`config.mk`:
```
export PLATFORM = sky130hd
export DESIGN_NAME = xip_read_port
export DESIGN_NICKNAME = d
export VERILOG_FILES = /design/src/rtl/xip_pkg.sv /design/src/rtl/xip_access_check.sv /design/src/rtl/xip_prefetch_fifo.sv /design/src/rtl/xip_read_port.sv
export SDC_FILE = /design/constraint.sdc
export NUM_CORES = 1
export LEC_CHECK = 0
export BUFFER_PORTS_ARGS = -buffer_cell sky130_fd_sc_hd__buf_4
export CAP_MARGIN = 20
export CORE_MARGIN = 10
export CORE_UTILIZATION = 58
export CTS_BUF_LIST = sky130_fd_sc_hd__clkbuf_16
export DETAILED_ROUTE_END_ITERATION = 16
export GPL_TIMING_DRIVEN = 0
export PLACE_DENSITY = 0.88
export REMOVE_ABC_BUFFERS = 1
export SYNTH_ARGS = -nofsm -noshare
export SYNTH_HDL_FRONTEND = slang
export SYNTH_SLANG_ARGS = --single-unit
```
`constraint.sdc`:
```
create_clock -name clk -period 5.2 [get_ports clk]
set_input_delay 0.78 -clock clk [delete_from_list [all_inputs] [get_ports clk]]
set_output_delay 0.78 -clock clk [all_outputs]
set_load 0.05 [all_outputs]
```
`src/rtl/xip_pkg.sv`:
```
package xip_pkg;
    typedef enum logic [1:0] {
        ST_IDLE   = 2'd0,
        ST_LAUNCH = 2'd1,
        ST_WAIT   = 2'd2,
        ST_RESP   = 2'd3
    } xip_state_e;

    localparam logic [1:0] FMODE_MAPPED = 2'b11;
endpackage

```
`src/rtl/xip_access_check.sv`:
```
module xip_access_check #(
    parameter int ADDR_W = 24,
    parameter int SIZE_W = 5
) (
    input  logic              cfg_enable,
    input  logic [1:0]        cfg_fmode,
    input  logic [SIZE_W-1:0] cfg_fsize,
    input  logic              acc_write,
    input  logic [ADDR_W-1:0] acc_addr,
    output logic              mapped_on,
    output logic              acc_err
);
    import xip_pkg::*;

    logic [SIZE_W:0] shamt;
    logic            out_of_range;

    always_comb begin
        shamt        = {1'b0, cfg_fsize} + (SIZE_W+1)'(1);
        out_of_range = ((acc_addr >> shamt) != '0);
        mapped_on    = cfg_enable && (cfg_fmode == FMODE_MAPPED);
        acc_err      = acc_write || !mapped_on || out_of_range;
    end
endmodule

```
`src/rtl/xip_prefetch_fifo.sv`:
```
module xip_prefetch_fifo #(
    parameter int DW    = 32,
    parameter int DEPTH = 8
) (
    input  logic          clk,
    input  logic          rst_n,
    input  logic          flush,
    input  logic          push,
    input  logic [DW-1:0] wdata,
    input  logic          pop,
    output logic [DW-1:0] rdata,
    output logic          empty,
    output logic          full
);
    localparam int PW = (DEPTH > 1) ? $clog2(DEPTH) : 1;
    localparam int CW = $clog2(DEPTH + 1);

    typedef struct packed {
        logic [PW-1:0] wr;
        logic [PW-1:0] rd;
        logic [CW-1:0] cnt;
    } fifo_st_t;

    fifo_st_t      q, d;
    logic [DW-1:0] mem_q [DEPTH];
    logic          do_push, do_pop;

    assign empty = (q.cnt == '0);
    assign full  = (q.cnt == CW'(DEPTH));
    assign rdata = mem_q[q.rd];

    always_comb begin
        d       = q;
        do_push = push && !full && !flush;
        do_pop  = pop && !empty && !flush;
        if (flush) begin
            d = '0;
        end else begin
            if (do_push)
                d.wr = (q.wr == PW'(DEPTH-1)) ? '0 : q.wr + PW'(1);
            if (do_pop)
                d.rd = (q.rd == PW'(DEPTH-1)) ? '0 : q.rd + PW'(1);
            case ({do_push, do_pop})
                2'b10:   d.cnt = q.cnt + CW'(1);
                2'b01:   d.cnt = q.cnt - CW'(1);
                default: d.cnt = q.cnt;
            endcase
        end
    end

    always_ff @(posedge clk or negedge rst_n) begin
        if (!rst_n) q <= '0;
        else        q <= d;
    end

    for (genvar i = 0; i < DEPTH; i++) begin : g_slot
        always_ff @(posedge clk) begin
            if (do_push && (q.wr == PW'(i)))
                mem_q[i] <= wdata;
        end
    end
endmodule

```
`src/rtl/xip_read_port.sv`:
```
module xip_read_port #(
    parameter int ADDR_W = 24,
    parameter int DW     = 32,
    parameter int DEPTH  = 8,
    parameter int SIZE_W = 5
) (
    input  logic              clk,
    input  logic              rst_n,
    input  logic              cfg_enable,
    input  logic [1:0]        cfg_fmode,
    input  logic [SIZE_W-1:0] cfg_fsize,
    input  logic              bus_valid,
    input  logic              bus_write,
    input  logic [ADDR_W-1:0] bus_addr,
    output logic              bus_ready,
    output logic              bus_err,
    output logic [DW-1:0]     bus_rdata,
    output logic              seq_req,
    output logic [ADDR_W-1:0] seq_addr,
    input  logic              seq_ack,
    output logic              seq_stop,
    input  logic              seq_rvalid,
    input  logic [DW-1:0]     seq_rdata,
    output logic              seq_rready,
    input  logic [DW-1:0]     ind_word,
    output logic [DW-1:0]     dreg_rdata
);
    import xip_pkg::*;

    localparam logic [ADDR_W-1:0] WORD_STEP = ADDR_W'(DW / 8);

    typedef struct packed {
        xip_state_e        state;
        logic [ADDR_W-1:0] next_addr;
        logic              active;
        logic [DW-1:0]     rdata;
        logic              ready;
        logic              err;
    } port_st_t;

    port_st_t      q, d;
    logic          mapped_on, acc_err;
    logic          fifo_flush, fifo_pop, fifo_push;
    logic          fifo_empty, fifo_full;
    logic [DW-1:0] fifo_rdata;
    logic          stop_w;
    logic          hit;

    xip_access_check #(.ADDR_W(ADDR_W), .SIZE_W(SIZE_W)) u_check (
        .cfg_enable (cfg_enable),
        .cfg_fmode  (cfg_fmode),
        .cfg_fsize  (cfg_fsize),
        .acc_write  (bus_write),
        .acc_addr   (bus_addr),
        .mapped_on  (mapped_on),
        .acc_err    (acc_err)
    );

    xip_prefetch_fifo #(.DW(DW), .DEPTH(DEPTH)) u_fifo (
        .clk   (clk),
        .rst_n (rst_n),
        .flush (fifo_flush),
        .push  (fifo_push),
        .wdata (seq_rdata),
        .pop   (fifo_pop),
        .rdata (fifo_rdata),
        .empty (fifo_empty),
        .full  (fifo_full)
    );

    assign hit = (bus_addr == q.next_addr) && !fifo_empty;

    always_comb begin
        d          = q;
        d.ready    = 1'b0;
        d.err      = 1'b0;
        fifo_flush = 1'b0;
        fifo_pop   = 1'b0;
        stop_w     = 1'b0;

        // leaving the live state kills a running frame
        if (!mapped_on && q.active) begin
            stop_w     = 1'b1;
            fifo_flush = 1'b1;
            d.active   = 1'b0;
        end

        case (q.state)
            ST_IDLE: begin
                if (bus_valid) begin
                    if (acc_err) begin
                        d.err   = 1'b1;
                        d.ready = 1'b1;
                        d.rdata = '0;
                        d.state = ST_RESP;
                    end else if (hit) begin
                        fifo_pop    = 1'b1;
                        d.rdata     = fifo_rdata;
                        d.ready     = 1'b1;
                        d.next_addr = q.next_addr + WORD_STEP;
                        d.state     = ST_RESP;
                    end else begin
                        fifo_flush  = 1'b1;
                        stop_w      = q.active;
                        d.active    = 1'b0;
                        d.next_addr = bus_addr;
                        d.state     = ST_LAUNCH;
                    end
                end
            end
            ST_LAUNCH: begin
                if (seq_ack) begin
                    d.active = 1'b1;
                    d.state  = ST_WAIT;
                end else if (!mapped_on) begin
                    d.err   = 1'b1;
                    d.ready = 1'b1;
                    d.rdata = '0;
                    d.state = ST_RESP;
                end
            end
            ST_WAIT: begin
                if (!mapped_on) begin
                    d.err   = 1'b1;
                    d.ready = 1'b1;
                    d.rdata = '0;
                    d.state = ST_RESP;
                end else if (!fifo_empty) begin
                    fifo_pop    = 1'b1;
                    d.rdata     = fifo_rdata;
                    d.ready     = 1'b1;
                    d.next_addr = q.next_addr + WORD_STEP;
                    d.state     = ST_RESP;
                end
            end
            default: begin
                d.state = ST_IDLE;
            end
        endcase
    end

    always_ff @(posedge clk or negedge rst_n) begin
        if (!rst_n) begin
            q       <= '0;
            q.state <= ST_IDLE;
        end else begin
            q <= d;
        end
    end

    assign fifo_push  = seq_rvalid && seq_rready;
    assign seq_rready = q.active && !fifo_full && !fifo_flush;
    assign seq_req    = (q.state == ST_LAUNCH);
    assign seq_addr   = q.next_addr;
    assign seq_stop   = stop_w;
    assign bus_ready  = q.ready;
    assign bus_err    = q.err;
    assign bus_rdata  = q.rdata;
    assign dreg_rdata = (cfg_fmode == FMODE_MAPPED) ? '0 : ind_word;
endmodule

```
==> results.ini <==
[pwr]
powerDensity_nw_per_um2 = 394.2
ir_drop_mv = 0.3218
p_leak_uw = 0.006464
total_power_uw = 6937

[sta]
grt_setup_unrepaired = false
fin_skew_ps = 30.45
period_needed_ps = 4821
setup_ws_ps = 378.7
fin_crit_sh_pct = 92.72
max_slew_margin_pct = 31.86
fin_tns_setup_ps = 0
clock.fmax_ghz = 0.2074
report.final.slew_viol_count = 0
setup_viol = 0
hold_viol = 0
worst_pin_slew_ps = 1017

[clocking]
cts_tree = built
cts-buffers-inserted = 31
clk_latency_ps = 570
clk_transition_reported_paths_ps = 60
clockBufferDepth = 3
ctsHoldBuffers = 0
root_buffer = clkbuf_16
post_cts_resized = 0
post_cts_buffers = 0
htree_levels = 1
cts_sinks = 327

[synthesis]
synth_most_common_cell = edfxtp_1
synth_top_cell_by_area = edfxtp_1
netlist_instances = 994
ys_async_sr_fraction_pct = 21.71
synth-seq-cells = 327
yosysTopAreaCellShare_pct = 51.15
ys_types = 73
ys_seq_area_share_pct = 62.98
ys_top_cells_by_area = edfxtp_1 (51%), dfrtp_1 (12%), mux4_2 (9.9%), buf_4 (2.9%), mux2i_1 (2.6%)
synth-main-ff-cell = edfxtp_1
avgSynthCellArea_sq_um = 15.12
yosys_warnings = 0
syn-cell-area_sq_um = 15030
synth-edff-count = 256
synth_common_cells = edfxtp_1 (256), dfrtp_1 (71), mux4_2 (66)

[finish]
fill_cells = 1624
fin_util_pct = 69.48
layout.nets = 1252
area_delta_synth_final_pct = 17.10
drive_gt1_share_pct = 32.32
fin_area_sq_um = 17600

[floorplan]
die_y_um = 181.0
io_pins = 195
die_w_um = 181.0
rows = 58
die_area_sq_um = 32750
core-area_sq_um = 25330
initial_core_util_pct = 59.34

[placed_design]
pre_cts_ws_ps = -173.3
post-dp-hpwl_um = 23360
globalplace.congestion = 0.9465
placed_area_sq_um = 16640
io_buffers = 194

[route]
first_pass_iters = 6
drtIter0Drc = 999
avgRoutedWirePerCell_um = 24.75
postRouteAntennaNets = 0
totalWireLength_um = 36830
vias = 9381
drc_errors = 0
via_per_inst = 6.304

[min_path]
hold_class = in2async

[setup_path]
startpoint = cfg_fsize[0]
crit_type = in2reg
max_stage_delay_ps = 540
critPathCaptureType = flop
crit_cells = 16
rrSetupSlack_ps = 450
crit_path_end = u_fifo.q[3]$_DFFE_PN0P_
cp_top_family = compound AO/OA/AOI/OAI gates
cp_slowest_cell = and3_1
r2r_start = seq_addr[8]$_DFFE_PN0P_
required_ps = 5630
critPathBufInv = 1
reg2reg_to = u_fifo.q[3]$_DFFE_PN0P_
worst-path-max-fanout = 22
reg2reg_depth = 15
cp_cell_sequence = buf_4 > mux2_4 > or3_4 > a211o_1 > a211oi_2 > and3_1 > a31oi_4 > nor2_1 > ha_1 > a21o_1 > a21oi_1 > nor4b_1 > nand4_1 > o21ai_0 > a32oi_1 > mux2i_1
worstPathArrival_ps = 5250
cp-start-kind = input port

[run_status]
run_status = finished clean

[grt]
overflow = 0
antenna_found_initial = 2
grt_max_degree = 72
grt_pass1_wl_um = 56260
grt_use_total_pct = 21.59
grt_pass1_vias = 9615

[flow_run]
max_cap_violations = 0

==> stage by stage <==
stage               hold slack, ps  std cells
floorplan                    484.4        893
global placement             474.2       1417
detailed placement           480.4       1431
CTS                          414.1       1487
global route                 435.1       1488
finish                       361.1       1488
==> cell usage in the layout, fill, tap and decap left out, types with 5 or more instances in the layout <==
master	instances
edfxtp_1	256
buf_4	194
dfrtp_1	68
mux4_2	66
nor2_1	60
nand2_1	41
mux2i_1	39
inv_1	37
a21oi_1	34
and2_1	33
clkbuf_16	31
mux2_2	29
o21ai_0	24
xor2_1	15
ha_1	15
xnor2_1	14
a32oi_1	12
nand4_1	12
o22ai_1	12
and3_1	10
nor3_1	9
o2bb2ai_1	8
buf_16	8
nand3_1	6
and3_2	6
a22oi_1	6
nor2b_1	5
nor4_1	5
clkinv_2	5
clkinv_1	5
==> worst min path at each step <==
stage	start	cells after the start	to	slack (ps)
after floorplan	rst_n	0	bus_err$_DFF_PN0_	480
after global placement	bus_rdata[10]$_DFFE_PN0P_	1	bus_rdata[10]$_DFFE_PN0P_	470
after detailed placement	bus_rdata[11]$_DFFE_PN0P_	1	bus_rdata[11]$_DFFE_PN0P_	480
after CTS	rst_n	1	seq_addr[11]$_DFFE_PN0P_	410
after global routing	rst_n	1	seq_addr[10]$_DFFE_PN0P_	440
final	rst_n	1	seq_addr[5]$_DFFE_PN0P_	360
==> layer usage <==
layer	up-vias	share of wire (%)	GRT usage, %
li1	4061	-	-
met1	4712	39	27.33
met2	535	50	36.53
met3	71	9.5	5.275
met4	2	2.1	5.727
met5	-	0.035	0
==> registers in the layout, indices dropped and copies added (netlist names) <==
register / flops
u_fifo.q: 10
q: 3
seq_addr: 24
u_fifo.mem_q: 256
bus_err: 1
bus_rdata: 32
bus_ready: 1
==> where the power goes <==
part           leakage [uW]  total, uW  internal (uW)  switching (uW)
registers           0.00326       3100           2910             191
logic               0.00272       1700            733             972
clock network      0.000489       2130           1180             952
total               0.00646       6940           4820            2110
==> area by class of cell <==
| class | instances | area [sq um] | share of cell area, % |
|---|---|---|---|
| antenna | 1 | 2.502 | 0.01422 |
| clock buffer | 31 | 775.7 | 4.408 |
| clock inverter | 25 | 176.4 | 1.002 |
| inverter | 30 | 112.6 | 0.6399 |
| multi-input combinational | 536 | 4868 | 27.66 |
| sequential | 327 | 9473 | 53.83 |
| tap | 330 | 412.9 | 2.346 |
| timing repair buffer | 208 | 1777 | 10.10 |
==> cell families after synthesis <==
group	count (synthesis)	share of synthesized area [%]
flip-flops	327	62.98
AND/OR/NAND/NOR	212	7.277
AO/OA/AOI/OAI	140	6.677
multiplexers	138	14.99
buffers and inverters	131	4.904
XOR/XNOR	30	1.798
adder cells (fa/ha/maj)	16	1.382
Power figures use the tool's default switching activity.
